## src/rtl/lt_refill_pkg.sv

```systemverilog
package lt_refill_pkg;

  typedef enum logic {FS_IDLE, FS_FILL} fill_st_e;

  // true when idx is the final beat of a block of the given size
  function automatic logic idx_is_last(input int unsigned idx, input int unsigned words);
    return idx == words - 1;
  endfunction

  // ascending beat order, wrapping at the block size
  function automatic int unsigned next_idx(input int unsigned idx, input int unsigned words);
    return (idx + 1) % words;
  endfunction

endpackage

```

## src/rtl/lt_fill_seq.sv

```systemverilog
module lt_fill_seq
  import lt_refill_pkg::*;
#(
  parameter int WORDS = 8,
  localparam int WIDX = $clog2(WORDS)
) (
  input  logic            clk,
  input  logic            rst_n,
  input  logic            start,
  input  logic            mem_valid,
  output logic            busy,
  output logic [WIDX-1:0] cnt,
  output logic            beat,
  output logic            last_beat
);

  fill_st_e st_q;

  assign busy      = (st_q == FS_FILL);
  assign beat      = busy && mem_valid;
  assign last_beat = beat && idx_is_last(32'(cnt), WORDS);

  always_ff @(posedge clk) begin
    if (!rst_n) begin
      st_q <= FS_IDLE;
      cnt  <= '0;
    end else begin
      unique case (st_q)
        FS_IDLE: if (start) begin
          st_q <= FS_FILL;
          cnt  <= '0;
        end
        FS_FILL: if (beat) begin
          cnt <= WIDX'(next_idx(32'(cnt), WORDS));
          if (last_beat) st_q <= FS_IDLE;
        end
        default: st_q <= FS_IDLE;
      endcase
    end
  end

endmodule

```

## src/rtl/lt_fill_buf.sv

```systemverilog
module lt_fill_buf #(
  parameter int WORDS  = 8,
  parameter int DATA_W = 32,
  localparam int WIDX  = $clog2(WORDS)
) (
  input  logic              clk,
  input  logic              rst_n,
  input  logic              clear,
  input  logic              wr_en,
  input  logic [WIDX-1:0]   wr_idx,
  input  logic [DATA_W-1:0] wr_data,
  input  logic [WIDX-1:0]   rd_idx,
  output logic [WORDS-1:0]  wv,
  output logic [DATA_W-1:0] rd_data
);

  logic [DATA_W-1:0] slot_q [WORDS];

  for (genvar g = 0; g < WORDS; g++) begin : g_slot
    always_ff @(posedge clk) begin
      if (!rst_n || clear) begin
        wv[g] <= 1'b0;
      end else if (wr_en && wr_idx == WIDX'(g)) begin
        wv[g] <= 1'b1;
      end
      if (wr_en && wr_idx == WIDX'(g)) slot_q[g] <= wr_data;
    end
  end

  assign rd_data = slot_q[rd_idx];

endmodule

```

## src/rtl/lt_refill_ctrl.sv

```systemverilog
module lt_refill_ctrl #(
  parameter int LINE_W = 6,
  parameter int DATA_W = 32,
  parameter int WORDS  = 8,
  localparam int WIDX  = $clog2(WORDS)
) (
  input  logic              clk,
  input  logic              rst_n,
  input  logic              req_valid,
  input  logic [LINE_W-1:0] req_line,
  input  logic [WIDX-1:0]   req_word,
  input  logic              lookup_hit,
  output logic              cpu_done,
  output logic [DATA_W-1:0] cpu_data,
  output logic              mem_req,
  output logic [LINE_W-1:0] act_line,
  input  logic              mem_valid,
  input  logic [DATA_W-1:0] mem_data,
  output logic              cwr_en,
  output logic [WIDX-1:0]   cwr_word,
  output logic [DATA_W-1:0] cwr_data,
  output logic              line_commit
);

  // named internal events
  logic              busy, beat, last_beat;
  logic [WIDX-1:0]   fill_cnt;
  logic [WORDS-1:0]  fill_wv;
  logic [DATA_W-1:0] buf_rd;
  logic              miss_req, same_line, start, buf_hit, lt_hit;
  logic [LINE_W-1:0] fill_line_q;

  assign miss_req  = req_valid && !lookup_hit && !cpu_done;
  assign same_line = busy && (req_line == fill_line_q);
  assign start     = !busy && miss_req;
  assign buf_hit   = miss_req && same_line && fill_wv[req_word];
  assign lt_hit    = miss_req && same_line && beat && (fill_cnt == req_word);

  lt_fill_seq #(.WORDS(WORDS)) u_seq (
    .clk(clk), .rst_n(rst_n), .start(start), .mem_valid(mem_valid),
    .busy(busy), .cnt(fill_cnt), .beat(beat), .last_beat(last_beat)
  );

  lt_fill_buf #(.WORDS(WORDS), .DATA_W(DATA_W)) u_buf (
    .clk(clk), .rst_n(rst_n), .clear(start), .wr_en(beat),
    .wr_idx(fill_cnt), .wr_data(mem_data), .rd_idx(req_word),
    .wv(fill_wv), .rd_data(buf_rd)
  );

  always_ff @(posedge clk) begin
    if (!rst_n) begin
      fill_line_q <= '0;
      mem_req     <= 1'b0;
      cwr_en      <= 1'b0;
      cwr_word    <= '0;
      cwr_data    <= '0;
      line_commit <= 1'b0;
      cpu_done    <= 1'b0;
      cpu_data    <= '0;
    end else begin
      mem_req     <= start;
      if (start) fill_line_q <= req_line;
      cwr_en      <= beat;
      if (beat) begin
        cwr_word <= fill_cnt;
        cwr_data <= mem_data;
      end
      line_commit <= last_beat;
      cpu_done    <= buf_hit || lt_hit;
      if (buf_hit)     cpu_data <= buf_rd;
      else if (lt_hit) cpu_data <= mem_data;
    end
  end

  assign act_line = fill_line_q;

endmodule

```

## config.mk

```make
export PLATFORM = sky130hd
export DESIGN_NAME = lt_refill_ctrl
export DESIGN_NICKNAME = d
export VERILOG_FILES = /design/src/rtl/lt_refill_pkg.sv /design/src/rtl/lt_fill_seq.sv /design/src/rtl/lt_fill_buf.sv /design/src/rtl/lt_refill_ctrl.sv
export SDC_FILE = /design/constraint.sdc
export NUM_CORES = 1
export LEC_CHECK = 0
export CAP_MARGIN = 20
export CORE_MARGIN = 1.5
export CORE_UTILIZATION = 52
export CTS_CLUSTER_SIZE = 24
export DETAILED_ROUTE_END_ITERATION = 8
export PLACE_DENSITY = 0.73
export SYNTH_ARGS = -nofsm -noshare
export SYNTH_HDL_FRONTEND = slang
export SYNTH_SLANG_ARGS = --single-unit
```

## constraint.sdc

```tcl
create_clock -name clk -period 2.32 [get_ports clk]
set_clock_uncertainty 0.05 [all_clocks]
set_input_delay 0.348 -clock clk [delete_from_list [all_inputs] [get_ports clk]]
set_output_delay 0.348 -clock clk [all_outputs]
set_load 0.01 [all_outputs]
```

==> impl_metrics.json, run 1 <==
{
  "grt_setup_unrepaired": "false",
  "placed_area_um2": 16100,
  "synth_area_um2": 14000,
  "cpPeakStageDelay_ps": 540,
  "syn_area_per_cell_um2": 15.9,
  "startpoint": "u_seq.busy$_SDFF_PN0_",
  "muxShareOfSynthArea": 0.133,
  "root_buffer": "clkbuf_16",
  "hold_violations": 0,
  "worstMarginPinSlew_ps": 540,
  "maxSlewHeadroom": 0.637,
  "async_flop_share": 0,
  "cts_made_buffers": 35,
  "layoutNonFillerInstCount": 1392,
  "cp-end-kind": "flop",
  "fmax_ghz": 0.468,
  "diodes": 0,
  "path_cells": "buf_4, and2_1, and3_1, buf_4",
  "yosysUniqueCellTypes": 36,
  "remaining_drc_errors": 0,
  "h-tree-depth": 2,
  "synth-xor-area-share": 0.00562,
  "hpwl_mm": 21.6,
  "setup-violations-final": 0,
  "critical-path-slowest-cell": "dfxtp_1",
  "syn_to_final_growth_pct": 23.5,
  "layout-drive-gt1-share": 0.235,
  "die-area_um2": 28000,
  "ios": 123,
  "crit_required_ps": 2470,
  "clk_latency_ps": 520,
  "grt_overflow": 0,
  "grt_pass1_vias": 9138,
  "startpoint_type": "flop",
  "arrival_ps": 2290,
  "yosys_warnings": 0,
  "postCtsSetupRepairBufs": 0,
  "ctsResizeCount": 0,
  "crit_top_cell": "buf_4",
  "rrSetupSlack_ps": 180,
  "period_needed_ps": 2140,
  "track_usage": 0.252,
  "die_x_um": 167,
  "cts_sinks": 345,
  "grt_pass1_wl_mm": 53.3,
  "multi_input_comb_area_um2": 4210,
  "grt_max_degree": 41,
  "via_per_inst": 6.28,
  "status": "complete, no violations",
  "routedWlPerCell_um": 25.0,
  "vias": 8746,
  "start_util": 0.534,
  "setup.worst_path.end": "u_buf.slot_q[1][8]$_DFFE_PP_",
  "tritoncts": "yes",
  "synthFlopType": "edfxtp_1",
  "layout_common_cells": "edfxtp_1, clkdlybuf4s50_1, dfxtp_1",
  "place.gp.congestion": 0.744,
  "synth_top_family_by_area": "multiplexers",
  "antenna_found_initial": 0,
  "synth-edff-count": 256,
  "die_y_um": 167,
  "core_um2": 26300,
  "rows": 59,
  "slew_viol_final": 0,
  "leakage_nw": 5.54,
  "dr.pass1.iters": 7,
  "dpl.cell_count": 1329,
  "synthCells": 882,
  "first_iter_violations": 974,
  "postRouteAntennaNets": 0,
  "min_path_type": "input port to flop",
  "num-fill-cells": 1796,
  "layout_commonest_cell": "edfxtp_1",
  "rr_worst_depth": 4,
  "maxCapViolations": 0,
  "r2r_end": "u_buf.slot_q[1][8]$_DFFE_PP_",
  "final_area_um2": 17300,
  "crit_type": "flop to flop",
  "crit_fanout": 13,
  "postCtsHoldBufs": 0,
  "drt_wl_total_mm": 34.8,
  "finalCritPeriodShare": 0.922,
  "synth-seq-area-share": 0.675,
  "ys_seq_elements": 345,
  "synth_compound_area_frac": 0.0954,
  "synth-simple-area-share": 0.0581,
  "syn_nets": 934,
  "r2r_start": "u_seq.busy$_SDFF_PN0_",
  "layout.nets": 1083,
  "cts_buffer_depth": 3,
  "synthAdderAreaFrac": 0.00535,
  "portBuffers": 122,
  "worst_ir_drop_vdd_v": 0.000596,
  "seq_area_um2": 9470,
  "clk_pin_slew_ps": 60,
  "power.density_nw_per_um2": 781
}
state kept, by name, summed over array words and instances (netlist names):
register and cells:
cwr_en 1, cpu_data 32, u_seq.busy 1, cwr_word 3, u_buf.slot_q 256, act_line 6
line_commit 1, cwr_data 32, u_buf.wv 8, u_seq.cnt 3, mem_req 1, cpu_done 1
power breakdown:
group	total, W	switching [W]	internal, W	leakage (nW)
Sequential	0.00669	0.0000250	0.00666	3.02
Clock	0.00601	0.00231	0.00370	0.608
Combinational	0.000838	0.000463	0.000375	1.91
final cells by class:
| type | count | area share |
|---|---|---|
| clock inverters | 16 | 0.0122 |
| flip-flops and latches | 345 | 0.546 |
| repair buffers | 194 | 0.114 |
| clock buffers | 47 | 0.0598 |
| inverters | 3 | 0.000650 |
| multi-input cells | 452 | 0.243 |
| well taps | 335 | 0.0242 |
synthesized netlist by cell type, drive strengths merged (2+ instances only):
library cell	count	area, µm²
a21boi	42	315
a21oi	32	160
and2	5	31.3
and3	9	56.3
and4	3	26.3
buf	23	154
clkbuf	59	221
dfxtp	89	1780
edfxtp	256	7690
ha	6	75.1
inv	3	11.3
mux2	33	372
mux4	66	1490
nand2	54	203
nand3	36	180
nand4	4	25.0
nor2	15	56.3
nor2b	2	12.5
nor4	32	200
o211ai	32	240
o21ai	2	10.0
o31ai	32	240
o41ai	32	355
xnor2	6	52.6
xor2	3	26.3
per-stage QoR:
step	power [W]	hold slack, ps	setup WS [ps]	setup TNS, ps	util
2_1_floorplan	0.00726	385	55.4	0	-
6_report	0.0135	265	182	0	0.659
3_5_place_dp	0.00765	407	-7.35	-24.4	0.612
4_1_cts	0.0136	246	214	0	0.659
5_1_grt	0.0139	259	114	0	0.659
3_3_place_gp	0.00764	394	28.3	0	0.612
critical path: cells and delay by family (launching register included):
family,cells,cell delay [ps]
simple gates,2,640
flops,1,540
buf+inv,2,570
kinds of logic (layout without fill, tap and decap cells):
family | after synthesis | count (layout)
AOI/OAI and AO/OA | 174 | 174
DFF | 345 | 345
buffers and inverters | 85 | 260
muxes | 100 | 100
xor gates and xnor gates | 9 | 9
and+or+nand+nor | 163 | 163
adders and majority gates | 6 | 6
how the worst min path moves through the flow:
stage	startpoint	slack [ps]	cells past startpoint	end
after floorplan	u_buf.wv[1]$_SDFFE_PP0P_	380	2	u_buf.wv[1]$_SDFFE_PP0P_
after global placement	u_buf.wv[4]$_SDFFE_PP0P_	390	2	u_buf.wv[4]$_SDFFE_PP0P_
after detailed placement	cwr_data[25]$_SDFFE_PN0P_	410	2	cwr_data[25]$_SDFFE_PN0P_
after CTS	rst_n	250	3	u_buf.wv[0]$_SDFFE_PP0P_
after global routing	rst_n	260	3	u_buf.wv[6]$_SDFFE_PP0P_
final	rst_n	270	3	u_buf.wv[0]$_SDFFE_PP0P_
routing by layer:
| metal | part of all wire | routed length (µm) | track usage |
|---|---|---|---|
| met5 | 0 | 0 | 0 |
| met4 | 0.023 | 816 | 0.0807 |
| met3 | 0.072 | 2490 | 0.0425 |
| met2 | 0.51 | 17700 | 0.431 |
| met1 | 0.40 | 13800 | 0.332 |
(Power assumes the default switching activity.)
==> inputs of run 2 (changes only) <==
--- a/config.mk
+++ b/config.mk
@@ -10,6 +10,7 @@
 export CORE_UTILIZATION = 52
 export CTS_CLUSTER_SIZE = 24
 export DETAILED_ROUTE_END_ITERATION = 8
+export MAX_ROUTING_LAYER = met4
 export PLACE_DENSITY = 0.73
 export SYNTH_ARGS = -nofsm -noshare
 export SYNTH_HDL_FRONTEND = slang
==> run 2 against run 1 <==
Critical path depth stayed put. Sequential power hardly changed. First-iteration DRC count is 11% lower. Maximum frequency is 0.48% higher. Register-to-register slack hardly changed. Critical path type unchanged. Count of clock-buffer cells in the layout stayed put. Worst setup slack better by 10 ps. Die area stayed put. Sequential share of layout area stayed put.
==> impl_metrics.json, run 2 (synthesis gave the netlist of run 1 again) <==
{
  "clk_pin_slew_ps": 60,
  "finish.utilization": 0.659,
  "pwr-share-comb": 0.062,
  "layout_common_cells": "edfxtp_1, clkdlybuf4s50_1, dfxtp_1",
  "ios": 123,
  "period_needed_ps": 2130,
  "slew_viol_final": 0,
  "hpwl_mm": 21.6,
  "reg_top3": "u_buf.slot_q: 256 flops, cpu_data: 32 flops, cwr_data: 32 flops",
  "worstMarginPinSlew_ps": 519,
  "maxSlewHeadroom": 0.651,
  "track_usage": 0.260,
  "clkPwrFrac": 0.444,
  "postCtsSetupRepairBufs": 0,
  "seqPwrFrac": 0.494,
  "dr.pass1.iters": 5,
  "worst_ir_drop_vdd_v": 0.000597,
  "die_x_um": 167,
  "place.gp.congestion": 0.756,
  "cts_made_buffers": 35,
  "layout.nets": 1083,
  "drt_wl_total_mm": 34.9,
  "crit_required_ps": 2470,
  "grt_pass1_vias": 9107,
  "first_iter_violations": 866,
  "crit_fanout": 13,
  "intPower_w": 0.0107,
  "cp-end-kind": "flop",
  "layout_commonest_cell": "edfxtp_1",
  "switching_share": 0.206,
  "setup_tns_ps": 0,
  "status": "complete, no violations",
  "setup-violations-final": 0,
  "cts_sinks": 345,
  "finalCritPeriodShare": 0.917,
  "top_register": "u_buf.slot_q",
  "rrSetupSlack_ps": 190,
  "leakage_nw": 5.54,
  "hold_violations": 0,
  "portBuffers": 122,
  "die-area_um2": 28000,
  "cts_buffer_depth": 3,
  "diodes": 0,
  "clk_latency_ps": 520,
  "grt_overflow": 0,
  "layout-drive-gt1-share": 0.235,
  "die_y_um": 167,
  "vias": 8766,
  "maxCapViolations": 0,
  "grt_max_degree": 41,
  "tritoncts": "yes",
  "core_um2": 26300,
  "largest_register_ffs": 256,
  "switchingPower_w": 0.00279,
  "holdWs_ps": 275,
  "routedWlPerCell_um": 25.1,
  "root_buffer": "clkbuf_16",
  "grt_pass1_wl_mm": 53.3,
  "start_util": 0.534,
  "min_path_type": "input port to flop",
  "syn_to_final_growth_pct": 23.5,
  "postRouteAntennaNets": 0,
  "power.density_nw_per_um2": 781,
  "h-tree-depth": 2,
  "power_w": 0.0135,
  "grt_setup_unrepaired": "false",
  "fmax_ghz": 0.470,
  "antenna_found_initial": 0,
  "arrival_ps": 2280,
  "crit_type": "flop to flop",
  "remaining_drc_errors": 0,
  "rows": 59,
  "postCtsHoldBufs": 0,
  "via_per_inst": 6.30,
  "ctsResizeCount": 0,
  "startpoint_type": "flop"
}
[run 2: cell counts in the layout (fill, tap and decap cells not counted)]
No cell type changed its count.
[run 2: area by class of cell]
class                   count  area (µm²)
flip-flops and latches    345        9470
fillers                  1796        8950
multi-input cells         452        4210
repair buffers            194        1970
clock buffers              47        1040
well taps                 335         419
clock inverters            16         211
inverters                   3        11.3
[run 2: final timing paths]
path / cells after the start / end / start
max: 4 / u_buf.slot_q[1][6]$_DFFE_PP_ / u_seq.busy$_SDFF_PN0_
min: 3 / u_buf.wv[0]$_SDFFE_PP0P_ / rst_n
max reg2reg: 4 / u_buf.slot_q[1][6]$_DFFE_PP_ / u_seq.busy$_SDFF_PN0_
min reg2reg: 2 / cwr_data[4]$_SDFFE_PN0P_ / cwr_data[4]$_SDFFE_PN0P_
[run 2: routing by layer]
layer,vias to the layer above,track usage,wire length (µm)
met3,67,0.0411,2410
met4,0,0.0791,709
met2,415,0.433,17800
met5,-,-,0
li1,3847,-,-
met1,4437,0.332,13900
[run 2: power groups by stage]
stage                     registers [W]  logic (W)  clock network (W)
after floorplan                 0.00683   0.000430                  0
after global placement          0.00682   0.000819                  0
after detailed placement        0.00682   0.000831                  0
after CTS                       0.00669   0.000838            0.00609
after global routing            0.00669   0.000888            0.00635
final                           0.00669   0.000839            0.00600
[run 2: stage by stage]
step           std cells  setup slack, ps  cell area, µm²
2_1_floorplan        882             55.4           14000
3_3_place_gp        1329             28.3           16100
3_5_place_dp        1329            -7.35           16100
4_1_cts             1392              214           17300
5_1_grt             1392              125           17300
6_report            1392              192           17300
[run 2: critical path: stages, from the launching register on]
cell	delay, ps
dfxtp_1	540
buf_4	310
and2_1	300
and3_1	330
buf_4	260
